File: src/rtl/nfs_pkg.sv
package nfs_pkg;
  typedef enum logic [1:0] {
    OP_READ  = 2'd0,
    OP_FREAD = 2'd1,
    OP_PROG  = 2'd2,
    OP_ERASE = 2'd3
  } nfs_op_e;

  typedef enum logic [1:0] {
    ERR_NONE    = 2'd0,
    ERR_RANGE   = 2'd1,
    ERR_TIMEOUT = 2'd2
  } nfs_err_e;

  typedef enum logic [2:0] {
    ST_IDLE = 3'd0,
    ST_WREN = 3'd1,
    ST_MAIN = 3'd2,
    ST_POLL = 3'd3,
    ST_WRDI = 3'd4,
    ST_DONE = 3'd5
  } nfs_state_e;

  localparam logic [7:0] FC_WREN   = 8'h06;
  localparam logic [7:0] FC_WRDI   = 8'h04;
  localparam logic [7:0] FC_RDSR   = 8'h05;
  localparam logic [7:0] FC_PROG   = 8'h02;
  localparam logic [7:0] FC_SERASE = 8'h20;
  localparam logic [7:0] FC_READ   = 8'h03;
  localparam logic [7:0] FC_FREAD  = 8'h0B;
  localparam logic [3:0] FAST_DUMMY = 4'd8;
endpackage

File: src/rtl/nfs_rst_sync.sv
module nfs_rst_sync (
  input  logic clk,
  input  logic rst_n,
  output logic rst_n_sync
);
  logic [1:0] shift_q;

  always_ff @(posedge clk or negedge rst_n) begin
    if (!rst_n) shift_q <= 2'b00;
    else        shift_q <= {shift_q[0], 1'b1};
  end

  assign rst_n_sync = shift_q[1];
endmodule

File: src/rtl/nfs_range_check.sv
module nfs_range_check #(
  parameter int ADDR_W    = 24,
  parameter int DEV_BYTES = 983040,
  parameter int SECTOR_LG = 12,
  localparam int LEN_W    = ADDR_W + 1
) (
  input  logic [ADDR_W-1:0] addr,
  input  logic [LEN_W-1:0]  len,
  input  logic              is_erase,
  output logic              bad
);
  localparam logic [LEN_W-1:0] DEV = LEN_W'(DEV_BYTES);

  logic [LEN_W-1:0] addr_ext;
  logic             past_end, too_long, misaligned;

  always_comb begin
    addr_ext   = {1'b0, addr};
    past_end   = addr_ext >= DEV;
    too_long   = len > (DEV - addr_ext);
    misaligned = is_erase && ((|addr[SECTOR_LG-1:0]) || (|len[SECTOR_LG-1:0]));
    bad        = past_end || too_long || misaligned;
  end
endmodule

File: src/rtl/nfs_chunker.sv
module nfs_chunker
  import nfs_pkg::*;
#(
  parameter int ADDR_W    = 24,
  parameter int PAGE_LG   = 8,
  parameter int SECTOR_LG = 12,
  parameter int SEG_LG    = 15,
  localparam int LEN_W    = ADDR_W + 1
) (
  input  nfs_op_e           op,
  input  logic [ADDR_W-1:0] cur,
  input  logic [LEN_W-1:0]  remain,
  output logic [LEN_W-1:0]  chunk
);
  localparam logic [LEN_W-1:0] PAGE   = LEN_W'(1) << PAGE_LG;
  localparam logic [LEN_W-1:0] SECTOR = LEN_W'(1) << SECTOR_LG;
  localparam logic [LEN_W-1:0] SEG    = LEN_W'(1) << SEG_LG;

  logic [LEN_W-1:0] room;

  always_comb begin
    // Bytes left before the next page boundary.
    room = PAGE - LEN_W'(cur[PAGE_LG-1:0]);
    case (op)
      OP_PROG:  chunk = (remain < room) ? remain : room;
      OP_ERASE: chunk = SECTOR;
      default:  chunk = (remain < SEG) ? remain : SEG;
    endcase
  end
endmodule

File: src/rtl/nfs_seq.sv
module nfs_seq
  import nfs_pkg::*;
#(
  parameter int ADDR_W     = 24,
  parameter int DEV_BYTES  = 983040,
  parameter int PAGE_LG    = 8,
  parameter int SECTOR_LG  = 12,
  parameter int SEG_LG     = 15,
  parameter int POLL_LIMIT = 10000,
  localparam int LEN_W     = ADDR_W + 1,
  localparam int PCW       = $clog2(POLL_LIMIT + 1)
) (
  input  logic              clk,
  input  logic              rst_n,
  input  logic              req_valid,
  input  logic [1:0]        req_op,
  input  logic [ADDR_W-1:0] req_addr,
  input  logic [LEN_W-1:0]  req_len,
  output logic              busy,
  output logic              done,
  output logic [1:0]        err,
  output logic              cmd_start,
  output logic [7:0]        cmd_opcode,
  output logic [ADDR_W-1:0] cmd_addr,
  output logic              cmd_use_addr,
  output logic [3:0]        cmd_dummy,
  output logic [LEN_W-1:0]  cmd_len,
  input  logic              cmd_done,
  input  logic [7:0]        cmd_status
);
  logic rst_ni;

  nfs_state_e        st_q, st_d;
  logic              wait_q, wait_d;
  nfs_op_e           op_q, op_d;
  logic [ADDR_W-1:0] cur_q, cur_d;
  logic [LEN_W-1:0]  rem_q, rem_d;
  logic [PCW-1:0]    poll_q, poll_d;
  logic [1:0]        err_q, err_d;
  logic [LEN_W-1:0]  chunk;
  logic              req_bad, accept, resp, ctx_en, is_read, launching;

  nfs_rst_sync u_rst (.clk(clk), .rst_n(rst_n), .rst_n_sync(rst_ni));

  nfs_range_check #(
    .ADDR_W(ADDR_W), .DEV_BYTES(DEV_BYTES), .SECTOR_LG(SECTOR_LG)
  ) u_range (
    .addr(req_addr), .len(req_len),
    .is_erase(req_op == 2'(OP_ERASE)), .bad(req_bad)
  );

  nfs_chunker #(
    .ADDR_W(ADDR_W), .PAGE_LG(PAGE_LG), .SECTOR_LG(SECTOR_LG), .SEG_LG(SEG_LG)
  ) u_chunk (
    .op(op_q), .cur(cur_q), .remain(rem_q), .chunk(chunk)
  );

  assign is_read   = !op_q[1];
  assign launching = (st_q inside {ST_WREN, ST_MAIN, ST_POLL, ST_WRDI}) && !wait_q;
  assign accept    = (st_q == ST_IDLE) && req_valid;
  assign resp      = wait_q && cmd_done;
  assign ctx_en    = accept || resp;

  // Next-state logic.
  always_comb begin
    st_d   = st_q;
    wait_d = wait_q;
    op_d   = op_q;
    cur_d  = cur_q;
    rem_d  = rem_q;
    poll_d = poll_q;
    err_d  = err_q;
    if (launching) wait_d = 1'b1;
    case (st_q)
      ST_IDLE: begin
        if (req_valid) begin
          op_d   = nfs_op_e'(req_op);
          cur_d  = req_addr;
          rem_d  = req_len;
          poll_d = '0;
          err_d  = 2'(ERR_NONE);
          if (req_len == '0) begin
            st_d = ST_DONE;
          end else if (req_bad) begin
            err_d = 2'(ERR_RANGE);
            st_d  = ST_DONE;
          end else begin
            st_d = req_op[1] ? ST_WREN : ST_MAIN;
          end
        end
      end
      ST_WREN: if (resp) begin
        wait_d = 1'b0;
        st_d   = ST_MAIN;
      end
      ST_MAIN: if (resp) begin
        wait_d = 1'b0;
        cur_d  = cur_q + chunk[ADDR_W-1:0];
        rem_d  = rem_q - chunk;
        if (is_read) begin
          st_d = (rem_q == chunk) ? ST_DONE : ST_MAIN;
        end else begin
          poll_d = '0;
          st_d   = ST_POLL;
        end
      end
      ST_POLL: if (resp) begin
        wait_d = 1'b0;
        if (!cmd_status[0]) begin
          st_d = (rem_q == '0) ? ST_WRDI : ST_WREN;
        end else if (poll_q == PCW'(POLL_LIMIT - 1)) begin
          err_d = 2'(ERR_TIMEOUT);
          st_d  = ST_WRDI;
        end else begin
          poll_d = poll_q + 1'b1;
        end
      end
      ST_WRDI: if (resp) begin
        wait_d = 1'b0;
        st_d   = ST_DONE;
      end
      default: begin
        wait_d = 1'b0;
        st_d   = ST_IDLE;
      end
    endcase
  end

  // Control registers.
  always_ff @(posedge clk or negedge rst_ni) begin
    if (!rst_ni) begin
      st_q   <= ST_IDLE;
      wait_q <= 1'b0;
    end else begin
      st_q   <= st_d;
      wait_q <= wait_d;
    end
  end

  // Request context, loaded on acceptance and on each command response.
  always_ff @(posedge clk or negedge rst_ni) begin
    if (!rst_ni) begin
      op_q   <= OP_READ;
      cur_q  <= '0;
      rem_q  <= '0;
      poll_q <= '0;
      err_q  <= '0;
    end else if (ctx_en) begin
      op_q   <= op_d;
      cur_q  <= cur_d;
      rem_q  <= rem_d;
      poll_q <= poll_d;
      err_q  <= err_d;
    end
  end

  // Command fields.
  always_comb begin
    cmd_opcode   = FC_WRDI;
    cmd_addr     = '0;
    cmd_use_addr = 1'b0;
    cmd_dummy    = '0;
    cmd_len      = '0;
    case (st_q)
      ST_WREN: cmd_opcode = FC_WREN;
      ST_POLL: begin
        cmd_opcode = FC_RDSR;
        cmd_len    = LEN_W'(1);
      end
      ST_MAIN: begin
        cmd_addr     = cur_q;
        cmd_use_addr = 1'b1;
        cmd_len      = chunk;
        case (op_q)
          OP_PROG:  cmd_opcode = FC_PROG;
          OP_ERASE: cmd_opcode = FC_SERASE;
          OP_FREAD: begin
            cmd_opcode = FC_FREAD;
            cmd_dummy  = FAST_DUMMY;
          end
          default:  cmd_opcode = FC_READ;
        endcase
      end
      default: ;
    endcase
  end

  assign cmd_start = launching;
  assign busy      = (st_q != ST_IDLE);
  assign done      = (st_q == ST_DONE);
  assign err       = err_q;
endmodule

File: config.mk
export PLATFORM = sky130hd
export DESIGN_NAME = nfs_seq
export DESIGN_NICKNAME = d
export VERILOG_FILES = /design/src/rtl/nfs_pkg.sv /design/src/rtl/nfs_rst_sync.sv /design/src/rtl/nfs_range_check.sv /design/src/rtl/nfs_chunker.sv /design/src/rtl/nfs_seq.sv
export SDC_FILE = /design/constraint.sdc
export NUM_CORES = 1
export LEC_CHECK = 0
export CAP_MARGIN = 20
export CORE_ASPECT_RATIO = 1.5
export CORE_UTILIZATION = 45
export CTS_CLUSTER_SIZE = 16
export DETAILED_ROUTE_END_ITERATION = 8
export HOLD_SLACK_MARGIN = 0.15
export PLACE_DENSITY_LB_ADDON = 0.05
export SLEW_MARGIN = 20
export SYNTH_ARGS = -nofsm -noshare
export SYNTH_HDL_FRONTEND = slang
export SYNTH_SLANG_ARGS = --single-unit
File: constraint.sdc
create_clock -name clk -period 5.3 [get_ports clk]
set_clock_uncertainty 0.2 [all_clocks]
set_input_delay 1.06 -clock clk [delete_from_list [all_inputs] [get_ports clk]]
set_output_delay 1.06 -clock clk [all_outputs]
set_load 0.1 [all_outputs]
==> reports/results.txt <==
Status: finished with violations
Failing checks: setup timing
EDFF count, synth: 0
Top-count cell post-synth: nor2_1
Measured slew at the worst slew-check pin: 0.9971 ns
Synth top cells by count: nor2_1, a21oi_1, nand2_1
Leakage: 5.373 nW
Worst Path Buf+Inv: 1
Cells after synthesis: 990
DRT Pass-1 Iters: 6
Crit Path Category: register to register
Post-synthesis area per instance: 7.679 µm²
Multi-input gate area: 6259 µm²
Final setup vio count: 25
Cell Area, Synth: 7602 µm²
DR vias: 8369
Largest net degree at the start of global routing: 72
Die height: 161.2 µm
H-tree lvl count: 3
Clock root buffer: clkbuf_16
Area leader, netlist: dfrtp_1
Sequential cell area fraction in the yosys report: 24.03%
Register-to-Register Path Depth: 23
Core ar.: 16330 µm²
CP delay by family, top: simple AND/OR/NAND/NOR gates
Max IR drop VDD: 0.3872 mV
Total clock sinks: 73
Final hold violations: 0
Antenna Cells: 0
Ports: 130
Worst path required time: 5.33 ns
Post-DP HPWL: 19630 µm
Nets: 1403
Filler cells: 1363
Post-placement setup slack: -0.6037 ns
Crit path arrival time: 5.76 ns
Share of layout cells above drive strength 1: 29.60%
Power consumption: 6.707 mW
CP max FO: 3
FP Rows: 57
Clock tree buffer depth: 2
Avg Vias per Cell: 5.709
Worst-Skew Late Latency: 0.35 ns
Routed wire length: 26700 µm
Remaining antenna violation count: 0
YS warnings: 0
Async SR Flop Fraction: 100.0%
Worst hold path type: register to async pin
Die width: 108.1 µm
CP Capture Type: register
Seq cells post-synth: 73
PD cells: 591.3 nW/µm²
Number of cells on the critical path: 23
Unrepaired setup endpoints after global routing: true
Worst path slowest cell: or4_4
Starting Density: 46.55%
Crit start category: register
# DRC: 0
Max-slew violations: 0
Layout area overhead: 49.19%
Largest stage delay, worst path: 0.51 ns
Most used cell along the critical path: a21o_1
First-pass GRT wire length: 41300 µm
Wire per inst: 18.21 µm
CTS tree: built
Max_slew headroom: 33.28%
Clock Pin Slew Worst Setup and Hold Paths: 0.07 ns
Post-route setup slack: -0.4339 ns
Max-Cap Viols: 0
Grt total ovfl: 0
CTS Buf Count: 9
Cell Chain, Critical Path: or3_4 > or2_4 > nor4_4 > xnor2_2 > inv_1 > ha_1 > nor2b_4 > o21ai_2 > nand2_2 > nor4_4 > nor3b_2 > a22o_1 > ha_2 > fa_2 > a21o_1 > a21o_1 > a2111oi_4 > nor3_2 > a21o_1 > or4_4 > a31oi_4 > mux2i_1 > nand3_1
Yosys top cell area share: 24.03%
Part of the cycle the worst path needs: 108.2%
Die area: 17430 µm²
Maximum achievable frequency: 174.4 MHz
GPL Wtd Cong: 0.9345
Vias in the first global route: 8121
GRT Util Overall: 30.78%
Distinct cells, synth: 68
Top FF cell, synth: dfrtp_1
Area contributors post-synth: dfrtp_1, ha_1, a21oi_1
Input/output buffers: 107
Initial antenna violation count: 0
Final min period: 5.734 ns
Iter 0 DRT Violations: 364
Register Area: 1831 µm²
logic make-up (layout without fill, tap and decap cells):
family / after synthesis / in the layout / share of synthesized area, %
xor gates and xnor gates: 73 / 73 / 8.410
other: 2 / 31 / 0.09879
AOI/OAI and AO/OA: 259 / 259 / 21.17
DFF: 73 / 73 / 24.03
adders and majority gates: 85 / 85 / 14.19
buffers and inverters: 99 / 340 / 5.629
and+or+nand+nor: 391 / 391 / 25.36
muxes: 8 / 8 / 1.119
cell usage in the layout (no fill, tap or decap), types with 6 or more instances in the layout:
master           instances
buf_4                  189
nor2_1                  99
nand2_1                 81
ha_1                    74
dfrtp_1                 72
a21oi_1                 69
clkdlybuf4s50_1         55
inv_1                   37
and3_1                  35
nand3_1                 34
xnor2_1                 34
a21o_1                  32
xor2_1                  31
conb_1                  31
a21oi_2                 24
o21ai_1                 24
nor3_1                  23
o21ai_0                 18
nand4_1                 16
buf_12                  16
nor4_1                  11
inv_2                   10
buf_6                   10
or3_1                    9
a31oi_1                  9
o21a_1                   9
clkbuf_16                9
nor2_2                   8
o21ai_2                  8
a22oi_2                  8
xnor2_2                  7
nand2b_1                 7
nor2b_1                  7
ha_4                     7
dlymetal6s2s_1           7
nor2_4                   6
a211oi_1                 6
flip-flops by register name, summed over array words and instances, names as in the netlist:
register,cells
st_q,3
cur_q,24
op_q,2
wait_q,1
poll_q,14
rem_q,25
err,2
u_rst.shift_q,2
what timing repair did:
item                                    4_1_cts  5_1_grt
endpoints found under the setup margin       45       43
hold buffers                                  0        0
resized for setup                            41      117
pin swaps                                    32       93
buffers inserted                             13       19
worst register-to-register path: stages (launching register included):
cell and delay, ns:
dfrtp_1 0.38, or3_4 0.39, or2_4 0.27, nor4_4 0.20, xnor2_2 0.19, inv_1 0.08, ha_1 0.32, nor2b_4 0.13
o21ai_2 0.13, nand2_2 0.08, nor4_4 0.33, nor3b_2 0.10, a22o_1 0.27, ha_2 0.19, fa_2 0.34, a21o_1 0.17
a21o_1 0.21, a2111oi_4 0.34, nor3_2 0.10, a21o_1 0.21, or4_4 0.51, a31oi_4 0.19, mux2i_1 0.20, nand3_1 0.08
metal layers:
metal	track usage (%)	wire length (µm)
met5	0	0
met4	13.89	1095
met3	2.906	954
met2	55.12	13830
met1	36.48	10810
metrics by stage:
step                hold WS (ns)  area [µm²]  setup TNS [ns]  cells  utilization, %
global route              0.1551       11340          -11.42   1466           69.45
detailed placement        0.1389       10010          -10.94   1421           61.30
global placement          0.1348       10010          -9.238   1421           61.30
finish                    0.1084       11340          -3.833   1466           69.45
CTS                       0.1535       10640          -1.353   1450           65.16
floorplan                 0.1312        7776          -1.160   1019               -
cell type report:
type / instances / area share [%]
multi-input cells: 847 / 55.18
clock buffers: 11 / 2.140
clock inverters: 5 / 0.7612
flip-flops and latches: 73 / 16.14
repair buffers: 277 / 21.95
inverters: 47 / 1.555
well taps: 206 / 2.272
where the power goes:
group | internal [mW] | switching (mW) | total (mW)
Sequential | 0.771 | 0.289 | 1.06
Clock | 0.430 | 0.267 | 0.697
Combinational | 2.18 | 2.77 | 4.95
final timing paths:
path / slack (ns) / to / start
min reg2reg: 0.11 / poll_q[4] / u_rst.shift_q[1]
max reg2reg: -0.43 / cur_q[16] / cur_q[4]
max: -0.43 / cur_q[16] / cur_q[4]
max in group asynchronous: 4.10 / u_rst.shift_q[1] / rst_n
min in group clk: 0.15 / u_rst.shift_q[1] / u_rst.shift_q[0]
min: 0.11 / poll_q[4] / u_rst.shift_q[1]
(Power assumes the default switching activity.)
